--- config.mk ---
export PLATFORM = sky130hd
export DESIGN_NAME = f2i_conv
export DESIGN_NICKNAME = d
export VERILOG_FILES = /design/src/rtl/f2i_pkg.sv /design/src/rtl/f2i_ctrl.sv /design/src/rtl/f2i_align.sv /design/src/rtl/f2i_round.sv /design/src/rtl/f2i_dpath.sv /design/src/rtl/f2i_conv.sv
export SDC_FILE = /design/constraint.sdc
export NUM_CORES = 1
export LEC_CHECK = 0
export BUFFER_PORTS_ARGS = -buffer_cell sky130_fd_sc_hd__buf_2
export CAP_MARGIN = 0
export CORE_AREA = 2 2 140 142
export DETAILED_ROUTE_END_ITERATION = 8
export DIE_AREA = 0 0 142 144
export GPL_TIMING_DRIVEN = 0
export PLACE_DENSITY = 0.67
export SYNTH_ARGS = -nofsm -noshare
export SYNTH_HDL_FRONTEND = slang
export SYNTH_SLANG_ARGS = --single-unit
--- constraint.sdc ---
create_clock -name clk -period 11.4 [get_ports clk]
set_clock_uncertainty 0.15 [all_clocks]
set_input_delay 0.57 -clock clk [delete_from_list [all_inputs] [get_ports clk]]
set_output_delay 0.57 -clock clk [all_outputs]
set_load 0.01 [all_outputs]
--- src/rtl/f2i_pkg.sv ---
package f2i_pkg;
  localparam int EXP_W  = 8;
  localparam int FRAC_W = 23;
  localparam int INT_W  = 32;

  typedef enum logic [1:0] {
    RND_NEAR = 2'b00,
    RND_DOWN = 2'b01,
    RND_UP   = 2'b10,
    RND_ZERO = 2'b11
  } rnd_e;

  // strobes from control to datapath
  typedef struct packed {
    logic load;    // capture operands
    logic commit;  // register converted result
  } ctl_t;
endpackage

--- src/rtl/f2i_ctrl.sv ---
module f2i_ctrl
  import f2i_pkg::*;
(
  input  logic clk,
  input  logic rstN,
  input  logic start,
  output ctl_t ctl,
  output logic done
);
  logic commitQ;
  logic doneQ;

  always_ff @(posedge clk or negedge rstN) begin
    if (!rstN) begin
      commitQ <= 1'b0;
      doneQ   <= 1'b0;
    end else begin
      commitQ <= start;
      doneQ   <= commitQ;
    end
  end

  always_comb begin
    ctl.load   = start;
    ctl.commit = commitQ;
  end

  assign done = doneQ;
endmodule

--- src/rtl/f2i_align.sv ---
module f2i_align #(
  parameter int EXP_W  = 8,
  parameter int FRAC_W = 23,
  parameter int INT_W  = 32
) (
  input  logic [EXP_W-1:0]  expIn,
  input  logic [FRAC_W-1:0] fracIn,
  output logic [INT_W:0]    magRaw,
  output logic              guard,
  output logic              sticky,
  output logic              special,
  output logic              tooBig
);
  localparam int SIG_W = FRAC_W + 1;
  localparam int WIN_W = 2 * SIG_W + 1;
  localparam int BIAS  = (1 << (EXP_W - 1)) - 1;
  localparam logic [EXP_W-1:0] UNIT_E = EXP_W'(BIAS + FRAC_W);
  localparam logic [EXP_W-1:0] TOP_E  = EXP_W'(BIAS + INT_W - 1);
  localparam logic [EXP_W-1:0] SIG_LIM = EXP_W'(SIG_W);

  logic [SIG_W-1:0] sig;
  logic [EXP_W-1:0] lshAmt;
  logic [EXP_W-1:0] rshAmt;
  logic [WIN_W-1:0] win;

  // hidden bit present only for normal encodings
  assign sig    = {|expIn, fracIn};
  assign lshAmt = expIn - UNIT_E;
  assign rshAmt = UNIT_E - expIn;
  assign win    = {sig, {(SIG_W + 1){1'b0}}} >> rshAmt;

  always_comb begin
    magRaw  = '0;
    guard   = 1'b0;
    sticky  = 1'b0;
    special = 1'b0;
    tooBig  = 1'b0;
    if (expIn == '1) begin
      special = 1'b1;
    end else if (expIn > TOP_E) begin
      tooBig = 1'b1;
    end else if (expIn >= UNIT_E) begin
      magRaw = {{(INT_W + 1 - SIG_W){1'b0}}, sig} << lshAmt;
    end else if (rshAmt > SIG_LIM) begin
      // whole significand below the guard position
      sticky = |sig;
    end else begin
      magRaw = {{(INT_W + 1 - SIG_W){1'b0}}, win[WIN_W-1 -: SIG_W]};
      guard  = win[SIG_W];
      sticky = |win[SIG_W-1:0];
    end
  end
endmodule

--- src/rtl/f2i_round.sv ---
module f2i_round
  import f2i_pkg::*;
#(
  parameter int INT_W = 32
) (
  input  logic             signIn,
  input  rnd_e             mode,
  input  logic [INT_W:0]   magRaw,
  input  logic             guard,
  input  logic             sticky,
  input  logic             special,
  input  logic             tooBig,
  output logic [INT_W-1:0] result,
  output logic             invalid,
  output logic             inexact
);
  localparam logic [INT_W:0] POS_LIM = {2'b00, {(INT_W - 1){1'b1}}};
  localparam logic [INT_W:0] NEG_LIM = {2'b01, {(INT_W - 1){1'b0}}};
  localparam logic [INT_W-1:0] INDEF = {1'b1, {(INT_W - 1){1'b0}}};

  logic           lost;
  logic           inc;
  logic [INT_W:0] magR;
  logic           ovf;
  logic           bad;

  assign lost = guard | sticky;

  always_comb begin
    unique case (mode)
      RND_NEAR: inc = guard & (sticky | magRaw[0]);
      RND_DOWN: inc = lost & signIn;
      RND_UP:   inc = lost & ~signIn;
      default:  inc = 1'b0;
    endcase
  end

  assign magR = magRaw + {{INT_W{1'b0}}, inc};
  assign ovf  = signIn ? (magR > NEG_LIM) : (magR > POS_LIM);
  assign bad  = special | tooBig | ovf;

  always_comb begin
    if (bad)          result = INDEF;
    else if (signIn)  result = -magR[INT_W-1:0];
    else              result = magR[INT_W-1:0];
    invalid = bad;
    inexact = ~bad & lost;
  end
endmodule

--- src/rtl/f2i_dpath.sv ---
module f2i_dpath
  import f2i_pkg::*;
#(
  parameter int EXP_W  = 8,
  parameter int FRAC_W = 23,
  parameter int INT_W  = 32
) (
  input  logic                    clk,
  input  logic                    rstN,
  input  ctl_t                    ctl,
  input  logic [EXP_W+FRAC_W:0]   fltIn,
  input  logic [1:0]              rndMode,
  output logic [INT_W-1:0]        intOut,
  output logic                    invalid,
  output logic                    inexact
);
  localparam int FLT_W = EXP_W + FRAC_W + 1;

  logic [FLT_W-1:0] fltQ;
  rnd_e             modeQ;
  logic [INT_W:0]   magRaw;
  logic             guard, sticky, special, tooBig;
  logic [INT_W-1:0] resNext;
  logic             invNext, inxNext;

  always_ff @(posedge clk or negedge rstN) begin
    if (!rstN) begin
      fltQ  <= '0;
      modeQ <= RND_NEAR;
    end else if (ctl.load) begin
      fltQ  <= fltIn;
      modeQ <= rnd_e'(rndMode);
    end
  end

  f2i_align #(.EXP_W(EXP_W), .FRAC_W(FRAC_W), .INT_W(INT_W)) u_align (
    .expIn  (fltQ[FLT_W-2 -: EXP_W]),
    .fracIn (fltQ[FRAC_W-1:0]),
    .magRaw (magRaw),
    .guard  (guard),
    .sticky (sticky),
    .special(special),
    .tooBig (tooBig)
  );

  f2i_round #(.INT_W(INT_W)) u_round (
    .signIn (fltQ[FLT_W-1]),
    .mode   (modeQ),
    .magRaw (magRaw),
    .guard  (guard),
    .sticky (sticky),
    .special(special),
    .tooBig (tooBig),
    .result (resNext),
    .invalid(invNext),
    .inexact(inxNext)
  );

  always_ff @(posedge clk or negedge rstN) begin
    if (!rstN) begin
      intOut  <= '0;
      invalid <= 1'b0;
      inexact <= 1'b0;
    end else if (ctl.commit) begin
      intOut  <= resNext;
      invalid <= invNext;
      inexact <= inxNext;
    end
  end
endmodule

--- src/rtl/f2i_conv.sv ---
module f2i_conv
  import f2i_pkg::*;
#(
  parameter int EXP_W  = f2i_pkg::EXP_W,
  parameter int FRAC_W = f2i_pkg::FRAC_W,
  parameter int INT_W  = f2i_pkg::INT_W
) (
  input  logic                  clk,
  input  logic                  rstN,
  input  logic                  start,
  input  logic [EXP_W+FRAC_W:0] fltIn,
  input  logic [1:0]            rndMode,
  output logic [INT_W-1:0]      intOut,
  output logic                  done,
  output logic                  invalid,
  output logic                  inexact
);
  ctl_t ctl;

  f2i_ctrl u_ctrl (
    .clk  (clk),
    .rstN (rstN),
    .start(start),
    .ctl  (ctl),
    .done (done)
  );

  f2i_dpath #(.EXP_W(EXP_W), .FRAC_W(FRAC_W), .INT_W(INT_W)) u_dpath (
    .clk    (clk),
    .rstN   (rstN),
    .ctl    (ctl),
    .fltIn  (fltIn),
    .rndMode(rndMode),
    .intOut (intOut),
    .invalid(invalid),
    .inexact(inexact)
  );
endmodule

==> impl_metrics.ini <==
[setup_path]
critical_path_arrival_ps = 9600
startpoint_types = flip-flop
element_type_at_the_critical_path_end = flip-flop
startpoint = u_dpath.fltQ[23]
critical-path-top-cell-by-count = sky130_fd_sc_hd__buf_4
worst_r2r_startpoint = u_dpath.fltQ[23]
path_class = reg2reg
worst_path_max_delay_cell = sky130_fd_sc_hd__mux2i_1
ff2ff_path_depth = 35
critical_path.max_fanout = 11
worst_path_largest_cell_delay_ps = 530
data_required_time_of_the_worst_path_ps = 11500

[clocking]
clk_latency_ps = 360
cts-root-buf = sky130_fd_sc_hd__clkbuf_16
numCtsBuffers = 9
holdBufCountCts = 0
post_cts_resize_count = 0
tritoncts = done
cts_setup_buffers = 0
cts_sinks = 70
ctsHtreeMaxLevel = 3
clk_pin_slew_ps = 70
clk_path_buf_depth = 2

[timing]
grt_setup_unrepaired = false
max_freq_mhz = 105.2
setup_viol = 0
fin_tns_setup_ps = 0
report.final.hold_viol_count = 0
crit_path_time_final_ps = 9505
tightest_slew_ps = 1396
slew_violations = 0
period_share_pct = 83.38
rel_slew_slack_pct = 5.601

[final_layout]
register_area_um2 = 1752
layout-area-overhead-vs-synth_pct = 10.66
fillerInstances = 1855
post-route-util_pct = 53.70
drive_above_1_share_pct = 23.82
layout.nets = 1191
num_antenna_cells = 0
area_occupied_by_multi_input_gates_um2 = 6894

[drt]
wirelength_met1_um = 14320
drc = 0
wl_met2_um = 15490
met3WireLength_um = 2657
routed.top_layer = met4
antenna_left = 0
routed_wirelength_um = 34540
via_count = 9487
wl_per_cell_um = 24.96
viasPerCell = 6.855
drt_pass1_iterations = 6
first_iter_violations = 1018

[synth]
ys_warn_count = 0
most_common_flop_cell_mapped_by_yosys = sky130_fd_sc_hd__dfrtp_1
synth_edf_count = 0
synth.ff_latch_count = 70
async_flop_share_pct = 100.0
ys_types = 100
synth.net_count = 1107
seq_area_frac_synth_pct = 18.92
avgSynthCellArea_um2 = 8.760
syn-cell-area_um2 = 9259
synth_cells = 1057

[place]
port-buffer-count = 71
dp_hpwl_um = 26980
finalWeightedCongestion = 1.043

[power_and_ir_drop]
static-leakage-power_nw = 4.029
worst_ir_drop_vdd_v = 0.00008044
power.density_cell_area_nw_per_um2 = 145.5

[global_routing]
first_global_vias = 8877
antenna_found_initial = 0
grt.total_usage_pct = 34.10
grt_first_pass_wirelength_um = 53140
overflow = 0
grt_max_degree = 71

[die]
die_width_um = 142
fp.dieArea_um2 = 20450
die_h_um = 144
ioPinCount = 72
placeable_core_region_um2 = 19080
floorplan.rows = 51
starting_density_of_the_core_pct = 48.53

[run_status]
status = complete, no violations

[run]
timing.max_cap.violations = 0

[min_path]
worst_hold_check_path_type = in2async
-- worst max-delay path, delay by kind of cell, from the launching register on --
kind | cells | cell delay, ps
muxes | 4 | 1480
buffers and inverters | 11 | 2210
and+or+nand+nor | 10 | 2000
AOI/OAI and AO/OA | 8 | 2480
adders and majority gates | 2 | 660
DFF | 1 | 380
-- cells in the mapped netlist, types with 13 or more instances --
master / count / area [µm²]
sky130_fd_sc_hd__xnor2_1: 35 / 306.5
sky130_fd_sc_hd__nand2_1: 95 / 356.6
sky130_fd_sc_hd__mux2i_1: 56 / 560.5
sky130_fd_sc_hd__nor4_1: 15 / 93.84
sky130_fd_sc_hd__nand4_1: 17 / 106.4
sky130_fd_sc_hd__mux4_2: 32 / 720.7
sky130_fd_sc_hd__xor2_1: 24 / 210.2
sky130_fd_sc_hd__inv_1: 18 / 67.56
sky130_fd_sc_hd__a21oi_1: 37 / 185.2
sky130_fd_sc_hd__and3_1: 17 / 106.4
sky130_fd_sc_hd__o22ai_1: 18 / 112.6
sky130_fd_sc_hd__o211ai_1: 18 / 135.1
sky130_fd_sc_hd__clkbuf_1: 47 / 176.4
sky130_fd_sc_hd__a31oi_1: 16 / 100.1
sky130_fd_sc_hd__buf_2: 19 / 95.09
sky130_fd_sc_hd__nor3_1: 31 / 155.2
sky130_fd_sc_hd__nor2_1: 59 / 221.5
sky130_fd_sc_hd__dfrtp_1: 70 / 1752
sky130_fd_sc_hd__o2bb2ai_2: 22 / 330.3
sky130_fd_sc_hd__nand3_1: 22 / 110.1
sky130_fd_sc_hd__ha_1: 13 / 162.7
sky130_fd_sc_hd__mux2_2: 54 / 608.1
sky130_fd_sc_hd__o21ai_0: 53 / 265.3
sky130_fd_sc_hd__a211oi_1: 13 / 97.59
-- cells by family after synthesis --
| logic type | synth area share (%) |
|---|---|
| simple gates | 19.03 |
| mux | 20.81 |
| buf+inv | 6.622 |
| fa+ha+maj | 1.757 |
| flops | 18.92 |
| xor+xnor | 6.108 |
| compound gates | 26.76 |
-- routing by layer --
| metal | vias to the layer above | track usage (%) |
|---|---|---|
| met5 | - | 0 |
| met4 | 0 | 17.68 |
| met3 | 128 | 5.497 |
| met2 | 556 | 54.74 |
| met1 | 4540 | 44.47 |
| li1 | 4263 | - |
-- worst paths after layout --
path,endpoint,slack (ps)
max,u_dpath.intOut[11],1890
min,u_dpath.fltQ[29],40
max reg2reg,u_dpath.intOut[11],1890
min reg2reg,u_dpath.invalid,320
max in group asynchronous,u_dpath.fltQ[24],10720
min in group clk,u_ctrl.commitQ,220
-- metrics by stage --
step	power [mW]	instance area (µm²)	hold slack (ps)	std cells	setup slack (ps)
finish	1.491	10250	37.02	1384	1895
global route	1.562	10250	103.9	1384	1572
CTS	1.469	10250	78.60	1384	2093
detailed placement	1.163	9947	312.0	1368	2104
global placement	1.158	9912	306.7	1366	2177
floorplan	0.9193	9259	124.4	1057	4295
-- cells in the final DEF, fill, tap and decap left out, types with 7 or more instances in the layout --
| cell | synthesis | final |
|---|---|---|
| sky130_fd_sc_hd__nand2_1 | 95 | 95 |
| sky130_fd_sc_hd__buf_2 | 19 | 90 |
| sky130_fd_sc_hd__dfrtp_1 | 70 | 70 |
| sky130_fd_sc_hd__nor2_1 | 59 | 59 |
| sky130_fd_sc_hd__mux2i_1 | 56 | 56 |
| sky130_fd_sc_hd__mux2_2 | 54 | 54 |
| sky130_fd_sc_hd__o21ai_0 | 53 | 53 |
| sky130_fd_sc_hd__clkbuf_1 | 47 | 48 |
| sky130_fd_sc_hd__a21oi_1 | 37 | 37 |
| sky130_fd_sc_hd__xnor2_1 | 35 | 35 |
| sky130_fd_sc_hd__mux4_2 | 32 | 32 |
| sky130_fd_sc_hd__nor3_1 | 31 | 31 |
| sky130_fd_sc_hd__xor2_1 | 24 | 24 |
| sky130_fd_sc_hd__nand3_1 | 22 | 22 |
| sky130_fd_sc_hd__o2bb2ai_2 | 22 | 22 |
| sky130_fd_sc_hd__inv_1 | 18 | 18 |
| sky130_fd_sc_hd__o211ai_1 | 18 | 18 |
| sky130_fd_sc_hd__o22ai_1 | 18 | 18 |
| sky130_fd_sc_hd__and3_1 | 17 | 17 |
| sky130_fd_sc_hd__nand4_1 | 17 | 17 |
| sky130_fd_sc_hd__a31oi_1 | 16 | 16 |
| sky130_fd_sc_hd__nor4_1 | 15 | 15 |
| sky130_fd_sc_hd__buf_4 | 12 | 13 |
| sky130_fd_sc_hd__a211oi_1 | 13 | 13 |
| sky130_fd_sc_hd__ha_1 | 13 | 13 |
| sky130_fd_sc_hd__and2_1 | 11 | 11 |
| sky130_fd_sc_hd__o31ai_1 | 11 | 11 |
| sky130_fd_sc_hd__buf_6 | 10 | 10 |
| sky130_fd_sc_hd__or3_1 | 10 | 10 |
| sky130_fd_sc_hd__nand2b_1 | 9 | 9 |
| sky130_fd_sc_hd__or2_2 | 9 | 9 |
| sky130_fd_sc_hd__o2bb2ai_1 | 9 | 9 |
| sky130_fd_sc_hd__clkbuf_16 | 0 | 9 |
| sky130_fd_sc_hd__a211o_1 | 8 | 8 |
| sky130_fd_sc_hd__nor2b_1 | 7 | 7 |
| sky130_fd_sc_hd__a32oi_1 | 7 | 7 |
| sky130_fd_sc_hd__o21a_1 | 7 | 7 |
| sky130_fd_sc_hd__o41ai_1 | 7 | 7 |
| sky130_fd_sc_hd__a32o_1 | 7 | 7 |
-- cell type report --
type	count	area share, %
multi-input combinational	871	67.29
clock inverter	6	0.6838
buffer	98	5.324
tap	238	2.906
inverter	18	0.6594
clock buffer	10	2.235
timing repair buffer	73	3.810
sequential	70	17.10
-- report_power, final --
part           internal [mW]  switching, mW
sequential             0.294         0.0341
clock                  0.171          0.133
combinational          0.332          0.527
total                  0.798          0.693
-- flip-flops by register name (all words and copies together) (netlist names) --
signal           cells
u_dpath.fltQ        32
u_dpath.intOut      32
u_dpath.modeQ        2
u_ctrl.commitQ       1
u_ctrl.done          1
u_dpath.inexact      1
u_dpath.invalid      1
Power figures use the tool's default switching activity.
